`config.mk`:
```
export PLATFORM = sky130hd
export DESIGN_NAME = ser_regwrite_port
export DESIGN_NICKNAME = d
export VERILOG_FILES = /design/src/rtl/srw_pkg.sv /design/src/rtl/srw_sync.sv /design/src/rtl/srw_rx.sv /design/src/rtl/srw_decode.sv /design/src/rtl/ser_regwrite_port.sv
export SDC_FILE = /design/constraint.sdc
export NUM_CORES = 1
export LEC_CHECK = 0
export BUFFER_PORTS_ARGS = -buffer_cell sky130_fd_sc_hd__buf_2
export CAP_MARGIN = 20
export CELL_PAD_IN_SITES_DETAIL_PLACEMENT = 2
export CELL_PAD_IN_SITES_GLOBAL_PLACEMENT = 2
export CORE_MARGIN = 2
export CORE_UTILIZATION = 37
export DETAILED_ROUTE_END_ITERATION = 8
export PLACE_DENSITY_LB_ADDON = 0.1
export SLEW_MARGIN = 10
export SYNTH_ARGS = -nofsm -noshare
export SYNTH_HDL_FRONTEND = slang
export SYNTH_SLANG_ARGS = --single-unit
```
`constraint.sdc`:
```
create_clock -name clk -period 4.42 [get_ports clk]
set_input_delay 0.663 -clock clk [delete_from_list [all_inputs] [get_ports clk]]
set_output_delay 0.663 -clock clk [all_outputs]
set_load 0.05 [all_outputs]
```
`src/rtl/srw_pkg.sv`:
```
package srw_pkg;
  localparam int DATA_W   = 16;
  localparam int ADDR_W   = 5;
  localparam int ID_W     = 8;
  localparam int HDR_W    = 2;
  localparam int SHORT_LEN = 1 + ID_W + ADDR_W + DATA_W;
  localparam int LONG_LEN  = SHORT_LEN + HDR_W;
  localparam int CNT_W     = $clog2(LONG_LEN + 2);
  // field positions within the received word (last bit received is bit 0)
  localparam int DATA_LSB = 0;
  localparam int ADDR_LSB = DATA_LSB + DATA_W;
  localparam int ID_LSB   = ADDR_LSB + ADDR_W;
  localparam int DIR_POS  = ID_LSB + ID_W;
  localparam int HDR_LSB  = DIR_POS + 1;
endpackage

```
`src/rtl/srw_sync.sv`:
```
module srw_sync #(
  parameter int WIDTH  = 3,
  parameter int STAGES = 2
) (
  input  logic             clk,
  input  logic             rst,
  input  logic [WIDTH-1:0] d_i,
  output logic [WIDTH-1:0] q_o
);
  logic [WIDTH-1:0] chain [STAGES];

  always_ff @(posedge clk) begin
    if (rst) chain[0] <= '0;
    else     chain[0] <= d_i;
  end

  for (genvar s = 1; s < STAGES; s++) begin : g_stage
    always_ff @(posedge clk) begin
      if (rst) chain[s] <= '0;
      else     chain[s] <= chain[s-1];
    end
  end

  assign q_o = chain[STAGES-1];
endmodule

```
`src/rtl/srw_rx.sv`:
```
module srw_rx
  import srw_pkg::*;
(
  input  logic                clk,
  input  logic                rst,
  input  logic                cs_s,
  input  logic                sclk_s,
  input  logic                sdi_s,
  output logic [LONG_LEN-1:0] frame_o,
  output logic [CNT_W-1:0]    len_o,
  output logic                done_o
);
  localparam logic [CNT_W-1:0] CNT_SAT = CNT_W'(LONG_LEN + 1);

  logic cs_prev, sclk_prev;
  logic sclk_rise, cs_rise, cs_fall;

  assign sclk_rise = sclk_s & ~sclk_prev & cs_s;
  assign cs_rise   = cs_s & ~cs_prev;
  assign cs_fall   = ~cs_s & cs_prev;

  always_ff @(posedge clk) begin
    if (rst) begin
      cs_prev   <= 1'b0;
      sclk_prev <= 1'b0;
      frame_o   <= '0;
      len_o     <= '0;
      done_o    <= 1'b0;
    end else begin
      cs_prev   <= cs_s;
      sclk_prev <= sclk_s;
      done_o    <= cs_fall;
      if (cs_rise) begin
        frame_o <= '0;
        len_o   <= '0;
      end else if (sclk_rise) begin
        frame_o <= {frame_o[LONG_LEN-2:0], sdi_s};
        if (len_o != CNT_SAT) len_o <= len_o + 1'b1;
      end
    end
  end
endmodule

```
`src/rtl/srw_decode.sv`:
```
module srw_decode
  import srw_pkg::*;
#(
  parameter logic [ID_W-1:0]   DEV_ID     = 8'b1010_0100,
  parameter int                LOW_REGS   = 6,
  parameter logic [ADDR_W-1:0] SETUP_ADDR = 5'b10000,
  localparam int               NUM_REGS   = LOW_REGS + 1,
  localparam int               IDX_W      = $clog2(NUM_REGS)
) (
  input  logic [LONG_LEN-1:0] frame_i,
  input  logic [CNT_W-1:0]    len_i,
  input  logic                done_i,
  output logic                wr_en_o,
  output logic [IDX_W-1:0]    wr_idx_o,
  output logic [ADDR_W-1:0]   wr_addr_o,
  output logic [DATA_W-1:0]   wr_data_o
);
  logic is_short, is_long, hdr_ok, dir_ok, id_ok, low_hit, setup_hit;

  assign is_short  = (len_i == CNT_W'(SHORT_LEN));
  assign is_long   = (len_i == CNT_W'(LONG_LEN));
  assign hdr_ok    = !is_long || (frame_i[HDR_LSB +: HDR_W] == {HDR_W{1'b1}});
  assign dir_ok    = (frame_i[DIR_POS] == 1'b0);
  assign id_ok     = (frame_i[ID_LSB +: ID_W] == DEV_ID);
  assign wr_addr_o = frame_i[ADDR_LSB +: ADDR_W];
  assign wr_data_o = frame_i[DATA_LSB +: DATA_W];
  assign low_hit   = (int'(wr_addr_o) < LOW_REGS);
  assign setup_hit = (wr_addr_o == SETUP_ADDR);

  always_comb begin
    wr_idx_o = low_hit ? IDX_W'(wr_addr_o) : IDX_W'(LOW_REGS);
    wr_en_o  = done_i && (is_short || is_long) && hdr_ok && dir_ok && id_ok
               && (low_hit || setup_hit);
  end
endmodule

```
`src/rtl/ser_regwrite_port.sv`:
```
module ser_regwrite_port
  import srw_pkg::*;
#(
  parameter logic [ID_W-1:0]   DEV_ID      = 8'b1010_0100,
  parameter int                LOW_REGS    = 6,
  parameter logic [ADDR_W-1:0] SETUP_ADDR  = 5'b10000,
  parameter int                SYNC_STAGES = 2,
  localparam int               NUM_REGS    = LOW_REGS + 1,
  localparam int               IDX_W       = $clog2(NUM_REGS)
) (
  input  logic                       clk,
  input  logic                       rst,
  input  logic                       cs_i,
  input  logic                       sclk_i,
  input  logic                       sdi_i,
  output logic [NUM_REGS*DATA_W-1:0] regs_o,
  output logic                       wr_stb_o,
  output logic [ADDR_W-1:0]          wr_addr_o
);
  logic                cs_s, sclk_s, sdi_s;
  logic [LONG_LEN-1:0] rx_frame;
  logic [CNT_W-1:0]    rx_len;
  logic                rx_done;
  logic                wr_en;
  logic [IDX_W-1:0]    wr_idx;
  logic [ADDR_W-1:0]   dec_addr;
  logic [DATA_W-1:0]   wr_data;

  srw_sync #(.WIDTH(3), .STAGES(SYNC_STAGES)) u_sync (
    .clk (clk),
    .rst (rst),
    .d_i ({cs_i, sclk_i, sdi_i}),
    .q_o ({cs_s, sclk_s, sdi_s})
  );

  srw_rx u_rx (
    .clk     (clk),
    .rst     (rst),
    .cs_s    (cs_s),
    .sclk_s  (sclk_s),
    .sdi_s   (sdi_s),
    .frame_o (rx_frame),
    .len_o   (rx_len),
    .done_o  (rx_done)
  );

  srw_decode #(.DEV_ID(DEV_ID), .LOW_REGS(LOW_REGS), .SETUP_ADDR(SETUP_ADDR)) u_dec (
    .frame_i   (rx_frame),
    .len_i     (rx_len),
    .done_i    (rx_done),
    .wr_en_o   (wr_en),
    .wr_idx_o  (wr_idx),
    .wr_addr_o (dec_addr),
    .wr_data_o (wr_data)
  );

  for (genvar g = 0; g < NUM_REGS; g++) begin : g_reg
    logic [DATA_W-1:0] q;
    always_ff @(posedge clk) begin
      if (rst)                                   q <= '0;
      else if (wr_en && wr_idx == IDX_W'(g))     q <= wr_data;
    end
    assign regs_o[g*DATA_W +: DATA_W] = q;
  end

  always_ff @(posedge clk) begin
    if (rst) begin
      wr_stb_o  <= 1'b0;
      wr_addr_o <= '0;
    end else begin
      wr_stb_o  <= wr_en;
      if (wr_en) wr_addr_o <= dec_addr;
    end
  end
endmodule

```
### After elaboration in Yosys (flattened, before gate mapping)

Memory sizes are Yosys's and may differ from the RTL's.
Cells that the tools add are included.

| operators by class | value |
|---|---|
| add/subtract/negate cells | 1 |
| $lt $le $gt $ge | 1 |
| equality and inequality tests | 12 |
| multiplexer cells | 6 |
| bitwise operators | 10 |
| reductions and logical operators | 19 |

Operators with widths:

| kind | count |
|---|---|
| $logic_and 1x1->1 | 12 |
| $eq 3x3->1 const B | 3 |
| $mux 3 | 3 |
| $eq 8x8->1 const B | 1 |
| $add 6x1->6 const B | 1 |
| $eq 3x2->1 const B | 2 |
| $eq 6x5->1 const B | 1 |
| $eq 6x6->1 const B | 1 |
| $ne 6x6->1 const B | 1 |
| $eq 5x5->1 const B | 1 |
| $lt 5x3->1 const B | 1 |
| $and 1x1->1 | 4 |
| $not 1->1 | 4 |
| $eq 3x1->1 const B | 1 |
| $logic_not 3->1 | 1 |
| $logic_or 1x1->1 | 3 |
| $mux 1 | 3 |
| $eq 2x2->1 const B | 1 |
| $or 1x1->1 | 2 |
| $reduce_and 2->1 | 1 |
| $reduce_or 2->1 | 1 |
| $logic_not 1->1 | 1 |

| storage, ports and cells | value |
|---|---|
| flip-flop bits (word level) | 159 |
| RAM bits | 6 |
| bits of input ports | 5 |
| memories kept | 1 |

Memories:

| name | words | width | read ports | clocked after memory_dff | wr ports | line | text |
|---|---|---|---|---|---|---|---|
| u_sync.chain | 2 | 3 | 2 | 0 | 2 | srw_sync.sv:10 | `logic [WIDTH-1:0] chain [STAGES];` |

### Depth between registers and ports, before layout

| depth | value |
|---|---|
| depth after elaboration | 8 |
| depth in mapped cells | 9 |
| mapped depth without buffers | 6 |

### Hierarchy

From an unflattened synthesis, not the netlist that was laid out.

| second synthesis, totals | value |
|---|---|
| cell total of the unflattened synthesis | 640 |
| area total of the unflattened synthesis | 6535.0 µm² |

By module, submodules not included:

| module | instances | cells each | area an instance (µm²) |
|---|---|---|---|
| ser_regwrite_port | 1 | 407 | 4591.9 |
| srw_rx | 1 | 183 | 1517.7 |
| srw_decode | 1 | 38 | 267.8 |
| srw_sync | 1 | 12 | 157.7 |

### Worst setup path after synthesis

OpenSTA, ideal clock, no wires.

| timing | value |
|---|---|
| path kind | register -> register |
| start | register u_rx.len_o[0] |
| end | register g_reg[0].q[10] |
| library setup time | 0.125 ns |
| data arrival time | 2.062 ns |
| slack | 2.233 ns |
| cell stages (with the launch flop) | 10 |
| cells stage by stage | dfxtp_1 -> inv_1 -> ha_1 -> or2b_2 -> o2bb2a_4 -> buf_6 -> or4_4 -> buf_6 -> buf_12 -> mux2i_1 |

| on the way | value |
|---|---|
| cells in the longest elaborated chain, start to end | 8 |
| elaborated cells on any way between the ends | 11 |
| those cells by class | eq/ne: 2; reduce/logical: 9 |

Ends and longest elaborated chain:

| element | line | text |
|---|---|---|
| from (decl) | srw_rx.sv:10 | `output logic [CNT_W-1:0] len_o,` |
| from (signal assigned) | srw_rx.sv:38 | `if (len_o != CNT_SAT) len_o <= len_o + 1'b1;` |
| $eq 6x5->1 / $eq 6x6->1 (equally long branches) | srw_decode.sv:20, srw_decode.sv:21 |  |
| $logic_or 1x1->1 / $logic_not 1->1 (equally long branches) | srw_decode.sv:32, srw_decode.sv:22 |  |
| $logic_and 1x1->1 / $logic_or 1x1->1 (equally long branches) | srw_decode.sv:32, srw_decode.sv:22 |  |
| $logic_and 1x1->1 (*) (3 in series) | srw_decode.sv:32 | `wr_en_o = done_i && (is_short \|\| is_long) && hdr_ok && dir_ok && id_ok` |
| $logic_and 1x1->1 (*) | srw_decode.sv:33 | `&& (low_hit \|\| setup_hit);` |
| $logic_and 1x1->1 (*) | ser_regwrite_port.sv:61 | `else if (wr_en && wr_idx == IDX_W'(g)) q <= wr_data;` |
| to (signal assigned) | ser_regwrite_port.sv:61 |  |
| to (decl) | ser_regwrite_port.sv:58 | `logic [DATA_W-1:0] q;` |

Mark *: on every way between the ends. The rest lies on a longest branch, timed or not.
A chain may end at the register's enable or synchronous reset.

### Final worst setup path

| timing | value |
|---|---|
| start | register u_rx.frame_o[21] |
| end | register g_reg[4].q[10] |

| on the way | value |
|---|---|
| cells in the longest elaborated chain, start to end | 4 |

Ends and longest elaborated chain:

| element | line | text |
|---|---|---|
| from (decl) | srw_rx.sv:9 | `output logic [LONG_LEN-1:0] frame_o,` |
| from (signal assigned) | srw_rx.sv:37 | `frame_o <= {frame_o[LONG_LEN-2:0], sdi_s};` |
| $eq 8x8->1 | srw_decode.sv:24 | `assign id_ok = (frame_i[ID_LSB +: ID_W] == DEV_ID);` |
| $logic_and 1x1->1 | srw_decode.sv:32 |  |
| $logic_and 1x1->1 | srw_decode.sv:33 |  |
| $logic_and 1x1->1 | ser_regwrite_port.sv:61 |  |
| to (signal assigned) | ser_regwrite_port.sv:61 |  |
| to (decl) | ser_regwrite_port.sv:58 |  |

No other way between the ends.

==> metrics.txt <==
status=completed; Synth Area in Adders=0.773%; crit path cell chain=nor4b_2 -> o2111ai_2 -> nor4b_2 -> buf_4 -> mux2i_1; Top FF cell, synth=dfxtp_1; Placed Instances=936; Crit path top cell by count=nor4b_2; post-synthesis sequential area ratio=between 50% and 60%; drc violations=0; Commonest cells post-synth=dfxtp_1, nand2b_1, mux2i_1; Max FO, Critical Path=10; Worst-path clk slew=around 60 ps; EDFF count, synth=0; ANT nets after route=0; Max Clock Freq=360 MHz; largest family of logic cells by synthesized area=simple AND/OR/NAND/NOR gates; CTS resizes=0; GPL Wtd Cong=0.749; H-tree levels=4; Largest stage delay, worst path=980 ps; max cap viols=0; XOR/XNOR Fraction of Synth Area=less than 1%; first-pass GRT wire length=28.9 mm; Post-Syn Nets=~630; setup TNS=0 ps; Non-Filler Instances=968; CTS tree=yes; worst r2r src=u_rx.frame_o[21]; Worst EP required=4770 ps; cell with the most instances after synthesis=dfxtp_1; Clock Path Buffers=2; share of layout cells above drive strength 1=23.0%; cell type with the largest total area after synthesis=dfxtp_1; synth unique cells=40; Hold Crit Class=register to register; core footprint=~0.017 mm2; # rows=48; Arrival @ worst endpoint=3120 ps; Slew HR=29.6%; Synth Area in Compound Gates=5.12%; WL/cell=~19 um; Clk network pwr share=48.8%; setup bufs post-CTS=0; n_diodes=0; port bufs=122; Comb pwr share=1.6%; worst setup path start=u_rx.frame_o[21]; drt first pass iters=4; final worst path period share=62.8%; fin. max-slew vios=0; final-report setup violation count=0; nature of the critical path endpoint=register; effective utilization at floorplan=37.7%; Synth warnings=0; mux contribution to synthesized area=17.5%; sequential power share=between 40 and 50%; Yosys top cell area share=51.0%; Switching Fraction=21.1%; detailed placement HPWL=12.5 mm; Iteration-0 DRC Markers=between 100 and 150; GR Overflow Total=0; final wirelength=approximately 18 mm; worst-case vdd ir drop=300 uV; vias in the first global route=between 5000 and 6000; Post-synth ARST share=0%; Startpoint Class=register; Mapped Cells=625; GRT Util Overall=between 20% and 30%; initial antenna violation count=0; Synth Register Bits=165; Crit path max-delay family=simple AND/OR/NAND/NOR gates; Die H=136 um; Leak Pwr=approximately 3.4 nW; Post-CTS Hold Fix Bufs=0; Root Driver=clkbuf_16; area delta synth->final=20.1%; RSZ-0062 raised after global routing=false; clk_lat worst skew=420 ps; syn_area_per_cell=10.4 um2; DR vias=4801; Period minus WS final=2780 ps; CTS buffer count=17; post-synthesis simple-gate area fraction=20.9%; final hold vios=0; PwrDens=a little under 400 mW/mm2; P_int=2.37 mW; post-DR vias/cell=4.96; Critical-path top delay cell=nor4b_2; fin nets=roughly 740; CP Class=register to register; Tightest Pin Transition=1050 ps; Die Wd=136 um; clock sink total=165; P_sw=636 uW; largest net degree at the start of global routing=just over 100; die area=between 0.015 and 0.02 mm2; Clock Skew=7.38 ps; min-delay src=u_sync.chain[0][2]; CP bufs+invs=1; largest cells by area after synthesis=dfxtp_1, mux2i_1, nand2b_1, nand2_1, a21oi_1; post-synthesis cell area=0.00647 mm2; IO Pins=123
-- per-stage QoR --
step | power [mW] | util (%) | worst slack (ps) | hold WS, ps | cell area (um2)
floorplan | 1.56 | - | 2230 | 414 | 6470
global placement | 1.57 | 41.9 | 1790 | 427 | 7190
detailed placement | 1.58 | 41.9 | 1650 | 434 | 7190
CTS | 3.05 | 45.3 | 1610 | 442 | 7770
global route | 3.11 | 45.3 | 1340 | 459 | 7770
finish | 3.01 | 45.3 | 1640 | 446 | 7770
-- cell families (layout without fill, tap and decap cells) --
| family | count (synthesis) | count (layout) |
|---|---|---|
| adder cells (fa/ha/maj) | 4 | 4 |
| buffers and inverters | 48 | 166 |
| flip-flops | 165 | 165 |
| multiplexers | 113 | 113 |
| XOR/XNOR | 5 | 5 |
| AND/OR/NAND/NOR | 237 | 237 |
| AO/OA/AOI/OAI | 53 | 53 |
-- worst reg2reg max path, delay by kind of cell (launching register included) --
family / cells / cell delay, ps
flops: 1 / 330
mux: 1 / 220
buf+inv: 1 / 370
simple gates: 2 / 1420
compound gates: 1 / 370
-- flip-flops by register name, indices dropped and copies added, names as in the netlist --
signal / flops
g.q: 112
u_rx.cs_prev: 1
u_rx.done_o: 1
u_rx.frame_o: 32
u_rx.len_o: 6
u_rx.sclk_prev: 1
u_sync.chain: 6
wr_addr_o: 5
wr_stb_o: 1
-- power groups by stage --
stage,registers [mW],logic [mW],clock network [mW]
6_report,1.49,0.0490,1.47
5_1_grt,1.49,0.0539,1.56
4_1_cts,1.49,0.0505,1.50
3_5_place_dp,1.52,0.0507,0
3_3_place_gp,1.52,0.0493,0
2_1_floorplan,1.52,0.0388,0
-- metal layers --
layer / vias to the layer above / wire length, um / global-route usage (%)
met5: - / 0 / 0
met4: 0 / 185 / 5.96
met3: 15 / 539 / 3.69
met2: 74 / 9330 / 36.6
met1: 2429 / 8090 / 24.7
li1: 2283 / - / -
-- placed cells by master (no fill, tap or decap), types with 3 or more instances in the layout --
cell type / count
ha_1: 4
nand3_1: 5
clkinv_2: 4
nor2_1: 8
buf_4: 8
dfxtp_1: 165
mux2i_1: 113
clkinvlp_4: 4
o21ai_0: 4
xnor2_1: 4
nand3b_1: 3
clkbuf_16: 17
nor2b_1: 8
nor3_1: 3
nor4b_2: 4
nand2_1: 67
nand2b_1: 129
a21oi_1: 39
buf_2: 121
inv_1: 5
-- final timing paths --
kind | end | slack [ps] | cells past startpoint
max | g_reg[4].q[10] | 1640 | 5
min | u_sync.chain[1][2] | 450 | 1
min reg2reg | u_sync.chain[1][2] | 450 | 1
max reg2reg | g_reg[4].q[10] | 1640 | 5
-- cell type report --
| class | count | area, um2 |
|---|---|---|
| clock buffers | 20 | 457 |
| clock inverters | 12 | 128 |
| fillers | 1867 | 9400 |
| inverters | 5 | 18.8 |
| multi-input cells | 412 | 2920 |
| flip-flops and latches | 165 | 3300 |
| well taps | 225 | 282 |
| repair buffers | 129 | 666 |
Note: power is estimated with default switching activity, not from simulation.
